===== src/rtl/tree_node_pkg.sv =====
package tree_node_pkg;

  typedef enum logic [1:0] {
    KIND_READ  = 2'd0,
    KIND_WRITE = 2'd1,
    KIND_MARK  = 2'd2
  } pktKind_e;

  // strobes from control to datapath; index 0 = left child, 1 = right child
  typedef struct packed {
    logic [1:0] pushDown;
    logic [1:0] pushUp;
    logic [1:0] popUp;
    logic       upSelRight;
    logic       upValid;
  } nodeCtl_t;

endpackage


===== src/rtl/node_fifo.sv =====
module node_fifo #(
  parameter int WIDTH = 18,
  parameter int DEPTH = 4
) (
  input  logic             clk,
  input  logic             rstN,
  input  logic             push,
  input  logic [WIDTH-1:0] pushData,
  input  logic             pop,
  output logic [WIDTH-1:0] headData,
  output logic             notEmpty,
  output logic             full
);
  localparam int PTR_W = (DEPTH > 1) ? $clog2(DEPTH) : 1;
  localparam int CNT_W = $clog2(DEPTH + 1);

  logic [WIDTH-1:0] mem [DEPTH];
  logic [PTR_W-1:0] wrPtr, rdPtr;
  logic [CNT_W-1:0] count;

  function automatic logic [PTR_W-1:0] nextPtr(input logic [PTR_W-1:0] p);
    return (p == PTR_W'(DEPTH - 1)) ? '0 : p + 1'b1;
  endfunction

  assign notEmpty = (count != '0);
  assign full     = (count == CNT_W'(DEPTH));
  assign headData = mem[rdPtr];

  always_ff @(posedge clk) begin
    if (push) mem[wrPtr] <= pushData;
  end

  always_ff @(posedge clk) begin
    if (!rstN) begin
      wrPtr <= '0;
      rdPtr <= '0;
      count <= '0;
    end else begin
      if (push) wrPtr <= nextPtr(wrPtr);
      if (pop)  rdPtr <= nextPtr(rdPtr);
      case ({push, pop})
        2'b10:   count <= count + 1'b1;
        2'b01:   count <= count - 1'b1;
        default: count <= count;
      endcase
    end
  end
endmodule


===== src/rtl/node_datapath.sv =====
module node_datapath
  import tree_node_pkg::*;
#(
  parameter int PKT_W = 18,
  parameter int DEPTH = 4
) (
  input  logic             clk,
  input  logic             rstN,
  input  nodeCtl_t         ctl,
  input  logic [PKT_W-1:0] parentDownData,
  input  logic [PKT_W-1:0] leftUpData,
  input  logic [PKT_W-1:0] rightUpData,
  input  logic [1:0]       childDownReady,
  output logic [1:0]       childDownValid,
  output logic [PKT_W-1:0] leftDownData,
  output logic [PKT_W-1:0] rightDownData,
  output logic [PKT_W-1:0] parentUpData,
  output logic [1:0]       downFull,
  output logic [1:0]       upFull,
  output logic [1:0]       upNotEmpty,
  output logic [1:0][1:0]  upHeadKind
);
  logic [PKT_W-1:0] upIn     [2];
  logic [PKT_W-1:0] downHead [2];
  logic [PKT_W-1:0] upHead   [2];

  assign upIn[0] = leftUpData;
  assign upIn[1] = rightUpData;

  for (genvar c = 0; c < 2; c++) begin : gChild
    node_fifo #(.WIDTH(PKT_W), .DEPTH(DEPTH)) downQ (
      .clk      (clk),
      .rstN     (rstN),
      .push     (ctl.pushDown[c]),
      .pushData (parentDownData),
      .pop      (childDownValid[c] && childDownReady[c]),
      .headData (downHead[c]),
      .notEmpty (childDownValid[c]),
      .full     (downFull[c])
    );
    node_fifo #(.WIDTH(PKT_W), .DEPTH(DEPTH)) upQ (
      .clk      (clk),
      .rstN     (rstN),
      .push     (ctl.pushUp[c]),
      .pushData (upIn[c]),
      .pop      (ctl.popUp[c]),
      .headData (upHead[c]),
      .notEmpty (upNotEmpty[c]),
      .full     (upFull[c])
    );
    assign upHeadKind[c] = upHead[c][PKT_W-1 -: 2];
  end

  assign leftDownData  = downHead[0];
  assign rightDownData = downHead[1];
  // a combined marker carries the left head
  assign parentUpData  = ctl.upSelRight ? upHead[1] : upHead[0];
endmodule


===== src/rtl/node_control.sv =====
module node_control
  import tree_node_pkg::*;
(
  input  logic            clk,
  input  logic            rstN,
  input  logic            parentDownValid,
  input  logic [1:0]      downKind,
  input  logic            downDestBit,
  input  logic [1:0]      downFull,
  input  logic [1:0]      childUpValid,
  input  logic [1:0]      upFull,
  input  logic [1:0]      upNotEmpty,
  input  logic [1:0][1:0] upHeadKind,
  input  logic            parentUpReady,
  output nodeCtl_t        ctl,
  output logic            parentDownReady,
  output logic [1:0]      childUpReady
);
  logic       downIsMark;
  logic [1:0] ordHead, markHead;
  logic       pair, show, selRight, fire;
  logic       lockValid, lockRight, favorRight;

  always_comb begin
    ctl = '0;
    // downward steering
    downIsMark = (downKind == KIND_MARK);
    if (downIsMark) parentDownReady = !downFull[0] && !downFull[1];
    else            parentDownReady = downDestBit ? !downFull[1] : !downFull[0];
    if (parentDownValid && parentDownReady) begin
      ctl.pushDown[0] = downIsMark || !downDestBit;
      ctl.pushDown[1] = downIsMark || downDestBit;
    end
    // upward intake
    childUpReady = ~upFull;
    ctl.pushUp   = childUpValid & ~upFull;
    // upward arbitration
    for (int c = 0; c < 2; c++) begin
      markHead[c] = upNotEmpty[c] && (upHeadKind[c] == KIND_MARK);
      ordHead[c]  = upNotEmpty[c] && (upHeadKind[c] != KIND_MARK);
    end
    pair     = markHead[0] && markHead[1];
    show     = 1'b0;
    selRight = 1'b0;
    if (lockValid) begin
      show     = 1'b1;
      selRight = lockRight;
    end else if (pair) begin
      show = 1'b1;
    end else if (ordHead[0] && ordHead[1]) begin
      show     = 1'b1;
      selRight = favorRight;
    end else if (ordHead[1]) begin
      show     = 1'b1;
      selRight = 1'b1;
    end else if (ordHead[0]) begin
      show = 1'b1;
    end
    fire           = show && parentUpReady;
    ctl.upValid    = show;
    ctl.upSelRight = selRight;
    ctl.popUp[0]   = fire && (pair || !selRight);
    ctl.popUp[1]   = fire && (pair || selRight);
  end

  always_ff @(posedge clk) begin
    if (!rstN) begin
      lockValid  <= 1'b0;
      lockRight  <= 1'b0;
      favorRight <= 1'b0;
    end else begin
      lockValid <= show && !parentUpReady && !pair;
      lockRight <= selRight;
      if (fire && !pair) favorRight <= !selRight;
    end
  end
endmodule


===== src/rtl/tree_route_node.sv =====
module tree_route_node
  import tree_node_pkg::*;
#(
  parameter int DEST_W = 4,
  parameter int SRC_W  = 4,
  parameter int PAY_W  = 8,
  parameter int LEVEL  = 1,
  parameter int DEPTH  = 4,
  localparam int PKT_W = 2 + DEST_W + SRC_W + PAY_W
) (
  input  logic             clk,
  input  logic             rstN,
  input  logic             parentDownValid,
  output logic             parentDownReady,
  input  logic [PKT_W-1:0] parentDownData,
  output logic             leftDownValid,
  input  logic             leftDownReady,
  output logic [PKT_W-1:0] leftDownData,
  output logic             rightDownValid,
  input  logic             rightDownReady,
  output logic [PKT_W-1:0] rightDownData,
  input  logic             leftUpValid,
  output logic             leftUpReady,
  input  logic [PKT_W-1:0] leftUpData,
  input  logic             rightUpValid,
  output logic             rightUpReady,
  input  logic [PKT_W-1:0] rightUpData,
  output logic             parentUpValid,
  input  logic             parentUpReady,
  output logic [PKT_W-1:0] parentUpData
);
  localparam int DEST_BIT = PAY_W + SRC_W + LEVEL;

  nodeCtl_t       ctl;
  logic [1:0]     downFull, upFull, upNotEmpty, childDownValid, childUpReady;
  logic [1:0][1:0] upHeadKind;

  node_control u_ctrl (
    .clk             (clk),
    .rstN            (rstN),
    .parentDownValid (parentDownValid),
    .downKind        (parentDownData[PKT_W-1 -: 2]),
    .downDestBit     (parentDownData[DEST_BIT]),
    .downFull        (downFull),
    .childUpValid    ({rightUpValid, leftUpValid}),
    .upFull          (upFull),
    .upNotEmpty      (upNotEmpty),
    .upHeadKind      (upHeadKind),
    .parentUpReady   (parentUpReady),
    .ctl             (ctl),
    .parentDownReady (parentDownReady),
    .childUpReady    (childUpReady)
  );

  node_datapath #(.PKT_W(PKT_W), .DEPTH(DEPTH)) u_dp (
    .clk            (clk),
    .rstN           (rstN),
    .ctl            (ctl),
    .parentDownData (parentDownData),
    .leftUpData     (leftUpData),
    .rightUpData    (rightUpData),
    .childDownReady ({rightDownReady, leftDownReady}),
    .childDownValid (childDownValid),
    .leftDownData   (leftDownData),
    .rightDownData  (rightDownData),
    .parentUpData   (parentUpData),
    .downFull       (downFull),
    .upFull         (upFull),
    .upNotEmpty     (upNotEmpty),
    .upHeadKind     (upHeadKind)
  );

  assign leftDownValid  = childDownValid[0];
  assign rightDownValid = childDownValid[1];
  assign leftUpReady    = childUpReady[0];
  assign rightUpReady   = childUpReady[1];
  assign parentUpValid  = ctl.upValid;
endmodule


===== config.mk =====
export PLATFORM = sky130hd
export DESIGN_NAME = tree_route_node
export DESIGN_NICKNAME = d
export VERILOG_FILES = /design/src/rtl/tree_node_pkg.sv /design/src/rtl/node_fifo.sv /design/src/rtl/node_datapath.sv /design/src/rtl/node_control.sv /design/src/rtl/tree_route_node.sv
export SDC_FILE = /design/constraint.sdc
export NUM_CORES = 1
export LEC_CHECK = 0
export BUFFER_PORTS_ARGS = -buffer_cell sky130_fd_sc_hd__buf_2
export CORE_MARGIN = 2
export CORE_UTILIZATION = 40
export CTS_CLUSTER_DIAMETER = 100
export DETAILED_ROUTE_END_ITERATION = 8
export GPL_TIMING_DRIVEN = 0
export PLACE_DENSITY = 0.62
export SLEW_MARGIN = 20
export SYNTH_ARGS = -nofsm -noshare
export SYNTH_HDL_FRONTEND = slang
export SYNTH_SLANG_ARGS = --single-unit

===== constraint.sdc =====
create_clock -name clk -period 3.9 [get_ports clk]
set_input_delay 0.78 -clock clk [delete_from_list [all_inputs] [get_ports clk]]
set_output_delay 0.78 -clock clk [all_outputs]
set_load 0.02 [all_outputs]

==> results.cfg <==
[worst_setup_path]
cp_slowest_cell = buf_1
worstPathRequired_ns = 3.12
worst_ep_arrival_time_ns = 2.91
path_cells = buf_1 -> mux4_2 -> nor2b_4 -> o22a_4 -> nand2_8 -> buf_6 -> mux2_4 -> buf_2
cp-start-kind = register
worstSetupPathType = register to primary output
critPathCaptureType = primary output
cpLargestDelayFamily = buffers and inverters
crit_buf_inv = 3
max_stage_delay_ns = 0.45
crit_fanout = 10

[sta]
fmax_mhz = 271
tightest_slew_ns = 1.06
hold_viol_final = 0
fin_skew_ns = 0.0165
tns_ns = 0
setup_ws_ns = 0.213
finalSetupViolations = 0
rsz0062_at_grt = no
slew_headroom_pct = 29.3
period_needed_ns = 3.69
maxSlewViolCount = 0
finalCritPeriodShare_pct = 94.5

[clock_tree]
numCtsBuffers = 35
cts_sinks = 327
cts_hold_buffers = 0
cts_tree = built
cts_setup_buffers = 0
cts_resized = 0
cts_max_level = 2
clockBufferDepth = 3
clock_latency_ns = 0.51
cts-root-buf = clkbuf_16
path_clk_slew_ns = 0.06

[global_route]
grt_pass1_wl_microns = 36200
grt_start_max_net_pins = 19
grt_pass1_vias = 6204
antenna_found_initial = 7
grt-ovfl-total = 0
grtUsageTotal_pct = 14.4

[place]
dpl.hpwl_microns = 15500
routabilityCongestion = 0.725
placedInstanceArea_sq_um = 13900
numPortBuffers = 121
pre_cts_ws_ns = 0.527
dp_cells = 1158

[status]
status = completed

[die]
die_h_microns = 183
core-area_sq_um = 31600
dieArea_sq_um = 33500
start_util_pct = 40.6
row_count = 65
die_x_microns = 183
io_pins = 122

[routing]
drt_wl_total_microns = 23900
via_per_inst = 4.97
drc_errors = 0
vias = 6090
drt_iter0_drc = 379
wire_per_inst_microns = 19.5
ant_nets = 0
dr.pass1.iters = 6

[logic_synthesis]
yosysSeqAreaShare_pct = 73.6
async_reset_ff_share_pct = 0
synth_seq_cells = 327
syn_inst = 635
yosys_warnings = 0
synth_top_area_share_pct = 67.5
syn_area_per_cell_sq_um = 20.2
synth_edf_count = 288
synth_ff_type = edfxtp_1
netlist_area_sq_um = 12800
yosysTopAreaCell = edfxtp_1
syn_nets = 725
synth_area_leaders = edfxtp_1, mux4_2, dfxtp_1
synthDistinctLibCells = 43

[pwr]
p_leak_nw = 5.16
ir_worst_vdd_mv = 0.647
p_per_area_nw_per_um2 = 710
total_power_w = 0.0107

[job]
cap_violations = 0

[worst_hold_path]
hold_class = input pin to register

[finish]
layout-drive-gt1-share_pct = 32.7
final_cells = 1225
n_fill_cell = 2645
final_cell_area_sq_um = 15100
areaGrowthSynthToFinish_pct = 17.6
final_nets = 884
[logic make-up after synthesis]
family                     after synthesis  share of synthesized area (%)
DFF                                    327                           73.6
muxes                                   96                           15.1
adders and majority gates               28                           2.97
and+or+nand+nor                        100                           4.46
xor gates and xnor gates                 8                          0.547
buffers and inverters                   46                           1.54
AOI/OAI and AO/OA                       30                           1.78
[layout by cell type, fill, tap and decap left out, types with 8 or more instances in the layout]
master,synthesis,final
edfxtp_1,288,288
or3_1,8,8
mux2_2,9,9
and3_1,10,10
o21ai_0,9,9
clkbuf_16,0,36
mux2_4,8,8
a21boi_0,8,8
dfxtp_1,39,39
nand2_1,32,32
and2_1,18,17
buf_2,2,123
clkbuf_1,10,20
inv_1,26,26
mux4_2,67,67
ha_1,24,24
[sequential cells by signal, summed over array words and instances, names as in the netlist, named ones only]
| signal | flops |
|---|---|
| u_dp.gChild.downQ.mem | 144 |
| u_dp.gChild.upQ.mem | 144 |
| u_dp.gChild.downQ.count | 6 |
| u_dp.gChild.upQ.count | 6 |
| u_dp.gChild.downQ.rdPtr | 4 |
| u_dp.gChild.downQ.wrPtr | 4 |
| u_dp.gChild.upQ.rdPtr | 4 |
| u_dp.gChild.upQ.wrPtr | 4 |
| u_ctrl.favorRight | 1 |
| u_ctrl.lockRight | 1 |
| u_ctrl.lockValid | 1 |
[synthesized netlist by cell type, types with 5 or more instances]
| master | number |
|---|---|
| mux2_2 | 9 |
| o21ai_0 | 9 |
| mux4_1 | 5 |
| inv_1 | 26 |
| dfxtp_1 | 39 |
| edfxtp_1 | 288 |
| mux4_2 | 67 |
| and2_1 | 18 |
| and3_1 | 10 |
| clkbuf_1 | 10 |
| mux2_4 | 8 |
| nor2b_1 | 7 |
| nor3_1 | 7 |
| mux2i_1 | 6 |
| nand2_1 | 32 |
| nand3_1 | 5 |
| ha_1 | 24 |
| a21boi_0 | 8 |
| buf_1 | 5 |
| or3_1 | 8 |
[metal layers]
layer | wire (microns) | part of all wire [%] | GRT usage, %
met1 | 9890 | 41 | 18.4
met2 | 11800 | 49 | 24.0
met3 | 1690 | 7.1 | 4.37
met5 | 61 | 0.26 | 0
met4 | 422 | 1.8 | 3.81
[worst reg2reg max path, stage by stage (launching register included)]
cell      delay, ns
dfxtp_1        0.30
buf_1          0.45
mux4_2         0.43
nor2b_4        0.16
o22a_4         0.24
and2_4         0.19
a21oi_4        0.20
ha_1           0.21
inv_1          0.06
fa_1           0.42
xor2_1         0.15
or3_1          0.30
a21boi_0       0.17
[path summary, 6_finish.rpt]
check / start / endpoint / slack, ns / cells past startpoint
worst max-delay path: register / parentUpData[11] / 0.21 / 8
worst min-delay path: leftUpData[8] / u_dp.gChild[0].upQ.mem[1][8] / 0.48 / 1
worst max register to register: register / u_dp.gChild[0].upQ.count[2] / 0.53 / 12
worst min register to register: u_dp.gChild[0].upQ.rdPtr[1] / register / 0.51 / 2
[metrics by stage]
| stage | util, % | hold WS, ns |
|---|---|---|
| after floorplan | - | 0.454 |
| after global placement | 44.1 | 0.483 |
| after detailed placement | 44.1 | 0.502 |
| after CTS | 47.7 | 0.461 |
| after global routing | 47.7 | 0.471 |
| final | 47.7 | 0.481 |
[area by class of cell]
cell class                 count  area (sq um)  area share [%]
sequential                   327          9430            62.6
multi-input combinational    262          3180            21.1
clock buffer                  48           966            6.41
timing repair buffer         122           621            4.12
tap                          402           503            3.34
clock inverter                14           156            1.04
buffer                        20           100           0.664
inverter                      26          97.6           0.648
antenna                        4          10.0          0.0664
[where the power goes]
| part | switching (W) | leakage [nW] | internal, W | total (W) |
|---|---|---|---|---|
| Sequential | 0.000125 | 2.95 | 0.00419 | 0.00431 |
| Combinational | 0.00181 | 1.66 | 0.00137 | 0.00317 |
| Clock | 0.00128 | 0.545 | 0.00194 | 0.00322 |
| Total | 0.00321 | 5.16 | 0.00749 | 0.0107 |
Note: power is estimated with default switching activity, not from simulation.
